### config.mk
export PLATFORM = sky130hd
export DESIGN_NAME = codec_host_regs
export DESIGN_NICKNAME = d
export VERILOG_FILES = /design/src/rtl/codec_regs_pkg.sv /design/src/rtl/crg_init_seq.sv /design/src/rtl/crg_indirect_file.sv /design/src/rtl/crg_status.sv /design/src/rtl/codec_host_regs.sv
export SDC_FILE = /design/constraint.sdc
export NUM_CORES = 1
export LEC_CHECK = 0
export ABC_AREA = 1
export BUFFER_PORTS_ARGS = -buffer_cell sky130_fd_sc_hd__buf_2
export CAP_MARGIN = 20
export CORE_ASPECT_RATIO = 0.5
export CORE_MARGIN = 8
export CORE_UTILIZATION = 45
export DETAILED_ROUTE_END_ITERATION = 10
export GPL_TIMING_DRIVEN = 0
export PLACE_DENSITY = 0.67
export SLEW_MARGIN = 10
export SYNTH_ARGS = -nofsm -noshare
export SYNTH_HDL_FRONTEND = slang
export SYNTH_SLANG_ARGS = --single-unit
export TNS_END_PERCENT = 1
### constraint.sdc
create_clock -name clk -period 10.4 [get_ports clk]
set_input_delay 1.04 -clock clk [delete_from_list [all_inputs] [get_ports clk]]
set_output_delay 1.04 -clock clk [all_outputs]
set_load 0.005 [all_outputs]
### src/rtl/codec_regs_pkg.sv
package codec_regs_pkg;
  typedef enum logic [1:0] {
    SEL_INDEX  = 2'd0,
    SEL_DATA   = 2'd1,
    SEL_STATUS = 2'd2,
    SEL_PBDATA = 2'd3
  } port_sel_e;

  localparam int IDX_FMT_A   = 8;
  localparam int IDX_IF_CFG  = 9;
  localparam int IDX_PIN_CTL = 10;
  localparam int IDX_FMT_B   = 28;
  localparam int IEN_BIT     = 1;
  localparam logic [7:0] CFG_FREE_MASK = 8'h03;
  localparam logic [7:0] BLOCKED_READ  = 8'h80;
  localparam logic [6:0] INDEX_RESET   = 7'h40;
  localparam logic [1:0] PM_SOFT_DOWN  = 2'b01;
endpackage

### src/rtl/crg_init_seq.sv
module crg_init_seq #(
  parameter int INIT_CYCLES = 16
) (
  input  logic clk,
  input  logic rst_n,
  output logic busy
);
  localparam int CW = $clog2(INIT_CYCLES + 1);
  localparam logic [CW-1:0] LIMIT = CW'(INIT_CYCLES);

  logic [CW-1:0] cnt_q, cnt_d;
  logic          cnt_en;

  assign busy   = (cnt_q != LIMIT);
  assign cnt_en = busy;

  always_comb begin
    cnt_d = cnt_q + CW'(1);
  end

  always_ff @(posedge clk or negedge rst_n) begin
    if (!rst_n)      cnt_q <= '0;
    else if (cnt_en) cnt_q <= cnt_d;
  end
endmodule

### src/rtl/crg_indirect_file.sv
module crg_indirect_file
  import codec_regs_pkg::*;
#(
  parameter int NREG = 32,
  parameter int DW   = 8
) (
  input  logic                    clk,
  input  logic                    rst_n,
  input  logic                    wr_en,
  input  logic [$clog2(NREG)-1:0] idx,
  input  logic [DW-1:0]           wr_data,
  input  logic                    mce,
  output logic [DW-1:0]           rd_data,
  output logic                    ien
);
  localparam int AW = $clog2(NREG);

  logic [DW-1:0] regs [NREG];

  for (genvar g = 0; g < NREG; g++) begin : g_reg
    logic [DW-1:0] q, d, mask;
    logic          hit;

    assign hit = wr_en && (idx == AW'(g));

    always_comb begin
      if (g == IDX_FMT_A || g == IDX_FMT_B)
        mask = mce ? '1 : '0;
      else if (g == IDX_IF_CFG)
        mask = mce ? '1 : DW'(CFG_FREE_MASK);
      else
        mask = '1;
      d = hit ? ((q & ~mask) | (wr_data & mask)) : q;
    end

    always_ff @(posedge clk or negedge rst_n) begin
      if (!rst_n)   q <= '0;
      else if (hit) q <= d;
    end

    assign regs[g] = q;
  end

  assign rd_data = regs[idx];
  assign ien     = regs[IDX_PIN_CTL][IEN_BIT];
endmodule

### src/rtl/crg_status.sv
module crg_status #(
  parameter int DW = 8
) (
  input  logic          clk,
  input  logic          rst_n,
  input  logic          int_set,
  input  logic          int_clr,
  input  logic          pb_load,
  input  logic          pb_consume,
  input  logic [DW-1:0] pb_din,
  output logic          int_q,
  output logic          pb_ready,
  output logic [DW-1:0] pb_sample
);
  logic int_d, full_q, full_d;

  always_comb begin
    int_d = int_q;
    if (int_clr) int_d = 1'b0;
    if (int_set) int_d = 1'b1;
    full_d = full_q;
    if (pb_consume) full_d = 1'b0;
    if (pb_load)    full_d = 1'b1;
  end

  always_ff @(posedge clk or negedge rst_n) begin
    if (!rst_n) begin
      int_q  <= 1'b0;
      full_q <= 1'b0;
    end else begin
      int_q  <= int_d;
      full_q <= full_d;
    end
  end

  always_ff @(posedge clk or negedge rst_n) begin
    if (!rst_n)       pb_sample <= '0;
    else if (pb_load) pb_sample <= pb_din;
  end

  assign pb_ready = ~full_q;
endmodule

### src/rtl/codec_host_regs.sv
module codec_host_regs
  import codec_regs_pkg::*;
#(
  parameter int INIT_CYCLES = 16,
  parameter int NREG        = 32
) (
  input  logic       clk,
  input  logic       rst_n,
  input  logic [1:0] sel,
  input  logic       wr_en,
  input  logic [7:0] wr_data,
  output logic [7:0] rd_data,
  input  logic       compat_mode,
  input  logic [1:0] pwr_mode,
  input  logic       intr_set,
  input  logic       pb_consume,
  input  logic       pb_drq_req,
  input  logic       cap_drq_req,
  output logic       pb_drq,
  output logic       cap_drq,
  output logic       irq,
  output logic       dac_mute
);
  localparam int AW = $clog2(NREG);

  logic          rst_meta_q, rst_sync_n;
  logic          busy, blocked;
  logic [6:0]    idx_q, idx_d;
  logic          idx_we, data_we, stat_we, pb_we;
  logic [AW-1:0] eff_idx;
  logic [7:0]    file_rd, pb_sample;
  logic          ien, int_q, pb_ready;
  logic          trd, mce;

  always_ff @(posedge clk or negedge rst_n) begin
    if (!rst_n) begin
      rst_meta_q <= 1'b0;
      rst_sync_n <= 1'b0;
    end else begin
      rst_meta_q <= 1'b1;
      rst_sync_n <= rst_meta_q;
    end
  end

  crg_init_seq #(.INIT_CYCLES(INIT_CYCLES)) u_init (
    .clk  (clk),
    .rst_n(rst_sync_n),
    .busy (busy)
  );

  assign blocked = busy || (pwr_mode == PM_SOFT_DOWN);
  assign idx_we  = wr_en && (sel == SEL_INDEX)  && !blocked;
  assign data_we = wr_en && (sel == SEL_DATA)   && !blocked;
  assign stat_we = wr_en && (sel == SEL_STATUS);
  assign pb_we   = wr_en && (sel == SEL_PBDATA);

  always_comb begin
    idx_d = idx_q;
    if (idx_we) begin
      idx_d[6:5] = wr_data[6:5];
      idx_d[4]   = compat_mode ? 1'b0 : wr_data[4];
      idx_d[3:0] = wr_data[3:0];
    end
  end

  always_ff @(posedge clk or negedge rst_sync_n) begin
    if (!rst_sync_n)  idx_q <= INDEX_RESET;
    else if (idx_we)  idx_q <= idx_d;
  end

  assign trd = idx_q[5];
  assign mce = idx_q[6];

  always_comb begin
    eff_idx = AW'(idx_q[4:0]);
    if (compat_mode) eff_idx[AW-1] = 1'b0;
  end

  crg_indirect_file #(.NREG(NREG), .DW(8)) u_file (
    .clk    (clk),
    .rst_n  (rst_sync_n),
    .wr_en  (data_we),
    .idx    (eff_idx),
    .wr_data(wr_data),
    .mce    (mce),
    .rd_data(file_rd),
    .ien    (ien)
  );

  crg_status #(.DW(8)) u_status (
    .clk       (clk),
    .rst_n     (rst_sync_n),
    .int_set   (intr_set),
    .int_clr   (stat_we),
    .pb_load   (pb_we),
    .pb_consume(pb_consume),
    .pb_din    (wr_data),
    .int_q     (int_q),
    .pb_ready  (pb_ready),
    .pb_sample (pb_sample)
  );

  always_comb begin
    unique case (sel)
      SEL_INDEX:  rd_data = blocked ? BLOCKED_READ : {1'b0, idx_q};
      SEL_DATA:   rd_data = blocked ? BLOCKED_READ : file_rd;
      SEL_STATUS: rd_data = {6'b0, pb_ready, int_q};
      default:    rd_data = pb_sample;
    endcase
  end

  assign pb_drq   = pb_drq_req  && !(trd && int_q);
  assign cap_drq  = cap_drq_req && !(trd && int_q);
  assign irq      = int_q && ien;
  assign dac_mute = mce;
endmodule

After elaboration in Yosys (flattened, before gate mapping) --
Cells that the tools add are included.
Word-level totals: output and inout bits 12, word-level logic and storage cells 152, register bits after elaboration 280
Cells by class: muxes and demuxes 14, reduce and logical (&&, ||, !) cells 49, eq/ne operators 36, add/sub/neg operators 1, magnitude comparators 1, bitwise operators 12
Operator list (number):
- $eq A5 B5 Y1 const B | 16
- $mux W8 | 6
- $logic_and A1 B1 Y1 | 42
- $and A8 B8 Y8 | 5
- $bmux W8 S5 | 1
- $eq A5 B4 Y1 const B | 8
- $or A8 B8 Y8 | 3
- $pmux W8 S3 | 1
- $eq A5 B3 Y1 const B | 4
- $not A8 Y8 | 2
- $eq A5 B2 Y1 const B | 2
- $ge A6 B6 Y1 const B | 1
- $mux W1 | 6
- $not A5 Y6 | 1
- $add A5 B1 Y5 const B | 1
- $eq A5 B1 Y1 const B | 1
- $logic_not A5 Y1 | 1
- $ne A5 B5 Y1 const B | 1
- $eq A2 B1 Y1 const B | 2
- $eq A2 B2 Y1 const B | 2
- $reduce_bool A2 Y1 | 2
- $logic_not A1 Y1 | 2
- $logic_not A2 Y1 | 1
- $logic_or A1 B1 Y1 | 1
- $not A1 Y1 | 1

Longest topological paths before layout --
depth after elaboration 7, depth in mapped cells 14, gate-level depth less buffers 13

Cells and area by module --
From an unflattened synthesis, not the netlist that was laid out.
Second synthesis, totals: cell total of the unflattened synthesis 1776, area, all modules 13354.1 um^2
Modules (own cells, without submodules):
- crg_indirect_file | area an instance 11992.8 um^2, cells each 1585, times used 1
- codec_host_regs | area an instance 703.2 um^2, cells each 112, times used 1
- crg_status | area an instance 385.4 um^2, cells each 44, times used 1
- crg_init_seq | area an instance 272.8 um^2, cells each 35, times used 1

Least setup slack after synthesis --
No wires, ideal clock.
kind input to output, start point input compat_mode, end point output rd_data[1], slack 7356 ps, data required time 9360 ps, data arrival time 2004 ps, cell stages on the path 10, path buffers 1, cells stage by stage nor2_8 > inv_1 > buf_1 > nand2_1 > nor2_1 > nand2_1 > nand3_1 > nand2_1 > nand2_1 > nand2_1
On the way: word-level cells in the longest chain between the ends 7
Ends and longest elaborated chain:
- start, declared | RTL line codec_host_regs.sv:13 | input logic compat_mode,
- $mux W1 | RTL line codec_host_regs.sv:76 | if (compat_mode) eff_idx[AW-1] = 1'b0;
- $not A5 Y6 (not written as such) | RTL line crg_indirect_file.sv:44 | assign rd_data = regs[idx];
- $bmux W8 S5 | RTL line crg_indirect_file.sv:44
- $mux W8 (not written as such) (2 in series) | RTL line crg_indirect_file.sv:44
- $mux W8 | RTL line codec_host_regs.sv:106 | SEL_DATA: rd_data = blocked ? BLOCKED_READ : file_rd;
- $pmux W8 S3 | RTL line codec_host_regs.sv:104 | unique case (sel)
- end, declared | RTL line codec_host_regs.sv:12 | output logic [7:0] rd_data,
No other way between the ends. The select of a mux whose other input is x is not followed.

Worst setup path after layout --
start point register idx_q[1], end point output rd_data[6]
On the way: word-level cells in the longest chain between the ends 6
Ends and longest elaborated chain:
- start, declared | RTL line codec_host_regs.sv:28 | logic [6:0] idx_q, idx_d;
- start signal, assigned | RTL line codec_host_regs.sv:68 | else if (idx_we) idx_q <= idx_d;
- $not A5 Y6 (not written as such) | RTL line crg_indirect_file.sv:44
- $bmux W8 S5 | RTL line crg_indirect_file.sv:44
- $mux W8 (not written as such) (2 in series) | RTL line crg_indirect_file.sv:44
- $mux W8 | RTL line codec_host_regs.sv:106
- $pmux W8 S3 | RTL line codec_host_regs.sv:104
No other way between the ends. The select of a mux whose other input is x is not followed.

==> run metrics <==
GP Congestion 1.10; Clock Path Buffers 3; first-pass GRT wire length 77.3 mm; DP HPWL 36.5 mm; VDD IR-drop max 145 µV; time the worst path needs with I/O delays and setup 4.86 ns; max cap viols 0; overall die area 0.0358 mm²; Reg-to-Reg End u_file.g_reg[10].q[6]; CP Capture Type output port; flop2flop setup slack 7.90 ns; Hold Vio Cnt, Final 0; reg2reg start idx_q[3]; crit path from idx_q[1]; antenna cells 0; fmax 206 MHz; sequential share of power 42.5%; switching share of power 33.2%; switching power 968 µW; CP endpoint rd_data[6]; Row Count 44; vias in the first global route 11,400; ys flop type dfrtp_1; period utilisation layout 46.8%; total negative slack 0 ns; met2 routed WL 20.1 mm; commonest non-fill, non-tap cells in the layout 703 x nand2_1, 278 x dfrtp_1, 262 x o21ai_0; top routing layer in use met4; fin util 52.0%; post-route design area 0.0151 mm²; H-tree levels 1; PwrDens 193 mW/mm²; Horiz. Die Dim 260 µm; Worst R2R Path Depth 7; Clock Sinks 280; Async SR Flop Fraction 100%; fill cell count 2,775; drt first-iter violations 1,862; hold_buf cts 0; Starting Density 45.9%; Synth Register Bits 280; PortBufs 31; Metal-1 WL 22.4 mm; DRC viols 0; Top Ports 32; grt ovf 0; count of final setup violators 0; Final ANT Viol Nets 0; critical path type reg2out; WL final 52.4 mm; Seq/Total Area, Yosys 52.5%; Ys Warns 0; Avg Cell Area, Syn 8.22 µm²; Yosys cell types 44; status completed; Cell Int Power 1950 µW; Skew-Pair Late Insertion Delay 0.58 ns; HP Class reg2async; RSZ-0062 raised after global routing false; via/cell ratio 5.86; met3 routed wirelength 7.89 mm; Vias 12,300; Core ar. 0.0291 mm²; Final Max Slew Viols 0; most common cell after layout, fill and taps aside nand2_1; Critical Path Fanout Max 10; CTS tree built; Syn Nets 1,645; clock slew seen by the registers of the worst setup and hold paths 0.07 ns; initial antenna violation count 0; CP Data Arrival Time 3.82 ns; wire length per cell 25.0 µm; GRT Total Usage 29.5%; DP Area 0.0141 mm²; CTS buffer count 27; Clock Power Share 38.2%; largest net degree at the start of global routing 65; post-CTS setup buffers 0; Worst EP required 9.36 ns; Root Driver clkbuf_16; Nets 1,711; first-pass detailed-route iteration total 6; clock skew 0.0235 ns; Die Ht 138 µm; Startpoint Class register; Worst Tran Pin Value 1.22 ns; Leak 0.00721 µW; Rel. slew slack 18.9%; share of cells above drive strength 1 10.0%; area grow syn2layout 13.2%; Post-synth EDFFs 0; PostCTS Resize Cnt 0; mapped cell area 0.0133 mm²; synthesized instance count 1,623; Combinational Power Share 19.3%
Yosys cell counts, types with 2 or more instances:
cell type	instances	share of area, %
buf_1	7	0.20
buf_2	32	1.2
a22oi_1	7	0.39
nor2_1	40	1.1
clkinv_1	2	0.056
o21ai_0	262	9.8
ha_1	2	0.19
clkbuf_1	58	1.6
inv_2	5	0.14
nand2_1	703	20
buf_12	2	0.30
dfrtp_1	279	52
nor2_2	2	0.094
a21boi_0	2	0.11
nand4_1	21	0.98
o21ai_1	39	1.5
xnor2_1	3	0.20
inv_1	56	1.6
buf_6	2	0.17
nand3_1	24	0.90
nand4_2	2	0.19
buf_4	4	0.23
a22o_1	2	0.13
nor2_8	3	0.45
a21oi_1	16	0.60
nand3_2	2	0.15
nor2_4	3	0.25
o21a_1	3	0.17
nand4_4	25	4.0
worst max-delay path, stage by stage, from the launching register on:
cell	delay, ns
dfrtp_1	0.33
buf_4	0.18
clkinv_1	0.35
nor2_1	0.31
clkbuf_1	0.89
nand2_1	0.12
nand3_1	0.24
a21oi_1	0.10
nand2_1	0.18
nand3_1	0.18
nand2_1	0.12
nand2_1	0.06
nand2_1	0.06
buf_2	0.11
per-stage QoR:
step,power (µW),instances,worst slack [ns],hold WS [ns]
5_1_grt,2980,2100,5.42,0.125
6_report,2920,2100,5.54,0.118
3_5_place_dp,1790,2050,6.30,0.121
2_1_floorplan,1540,1623,2.02,0.331
4_1_cts,2880,2099,5.69,0.122
3_3_place_gp,1780,2045,-1.38,0.335
per-layer routing:
| metal | track usage [%] | vias up |
|---|---|---|
| li1 | - | 5385 |
| met1 | 42.9 | 5964 |
| met2 | 40.2 | 841 |
| met3 | 9.95 | 116 |
| met4 | 10.4 | 0 |
| met5 | 0 | - |
logic make-up after synthesis:
| kind of cell | count (synthesis) | share of synthesized area [%] |
|---|---|---|
| AO/OA/AOI/OAI | 336 | 13.0 |
| XOR/XNOR | 4 | 0.263 |
| adder cells (fa/ha/maj) | 2 | 0.188 |
| buffers and inverters | 169 | 5.53 |
| flip-flops | 280 | 52.5 |
| other | 1 | 0.0281 |
| AND/OR/NAND/NOR | 831 | 28.4 |
worst min-delay path by stage:
stage,depth (start not counted),endpoint,startpoint,slack [ns]
3_5_place_dp,0,u_file.g_reg[10].q[5],rst_sync_n,0.12
3_3_place_gp,0,rst_sync_n,rst_meta_q,0.34
6_report,0,u_file.g_reg[10].q[5],rst_sync_n,0.12
5_1_grt,0,u_file.g_reg[10].q[5],rst_sync_n,0.12
2_1_floorplan,0,rst_sync_n,rst_meta_q,0.33
4_1_cts,0,u_file.g_reg[10].q[5],rst_sync_n,0.12
area by class of cell:
cell class / count / area (µm²) / area share, %
sequential: 280 / 7010 / 46.4
multi-input combinational: 1174 / 5600 / 37.0
clock buffer: 34 / 732 / 4.85
buffer: 105 / 497 / 3.29
tap: 391 / 489 / 3.24
timing repair buffer: 37 / 300 / 1.99
inverter: 64 / 241 / 1.60
clock inverter: 15 / 239 / 1.58
registers in the layout (all words and copies together) (netlist names), named ones only:
signal and cells:
u_status.full_q 1, rst_sync_n 1, u_status.pb_sample 8, idx_q 7
u_status.int_q 1, u_init.cnt_q 5, rst_meta_q 1, u_file.g.q 234
power by group through the flow:
| stage | Sequential, µW | Combinational [µW] | Clock (µW) |
|---|---|---|---|
| CTS | 1240 | 537 | 1110 |
| global placement | 1280 | 503 | 0 |
| detailed placement | 1260 | 535 | 0 |
| finish | 1240 | 564 | 1110 |
| floorplan | 1250 | 288 | 0 |
| global route | 1250 | 589 | 1150 |
No activity file was read; power rests on OpenSTA's default activity.
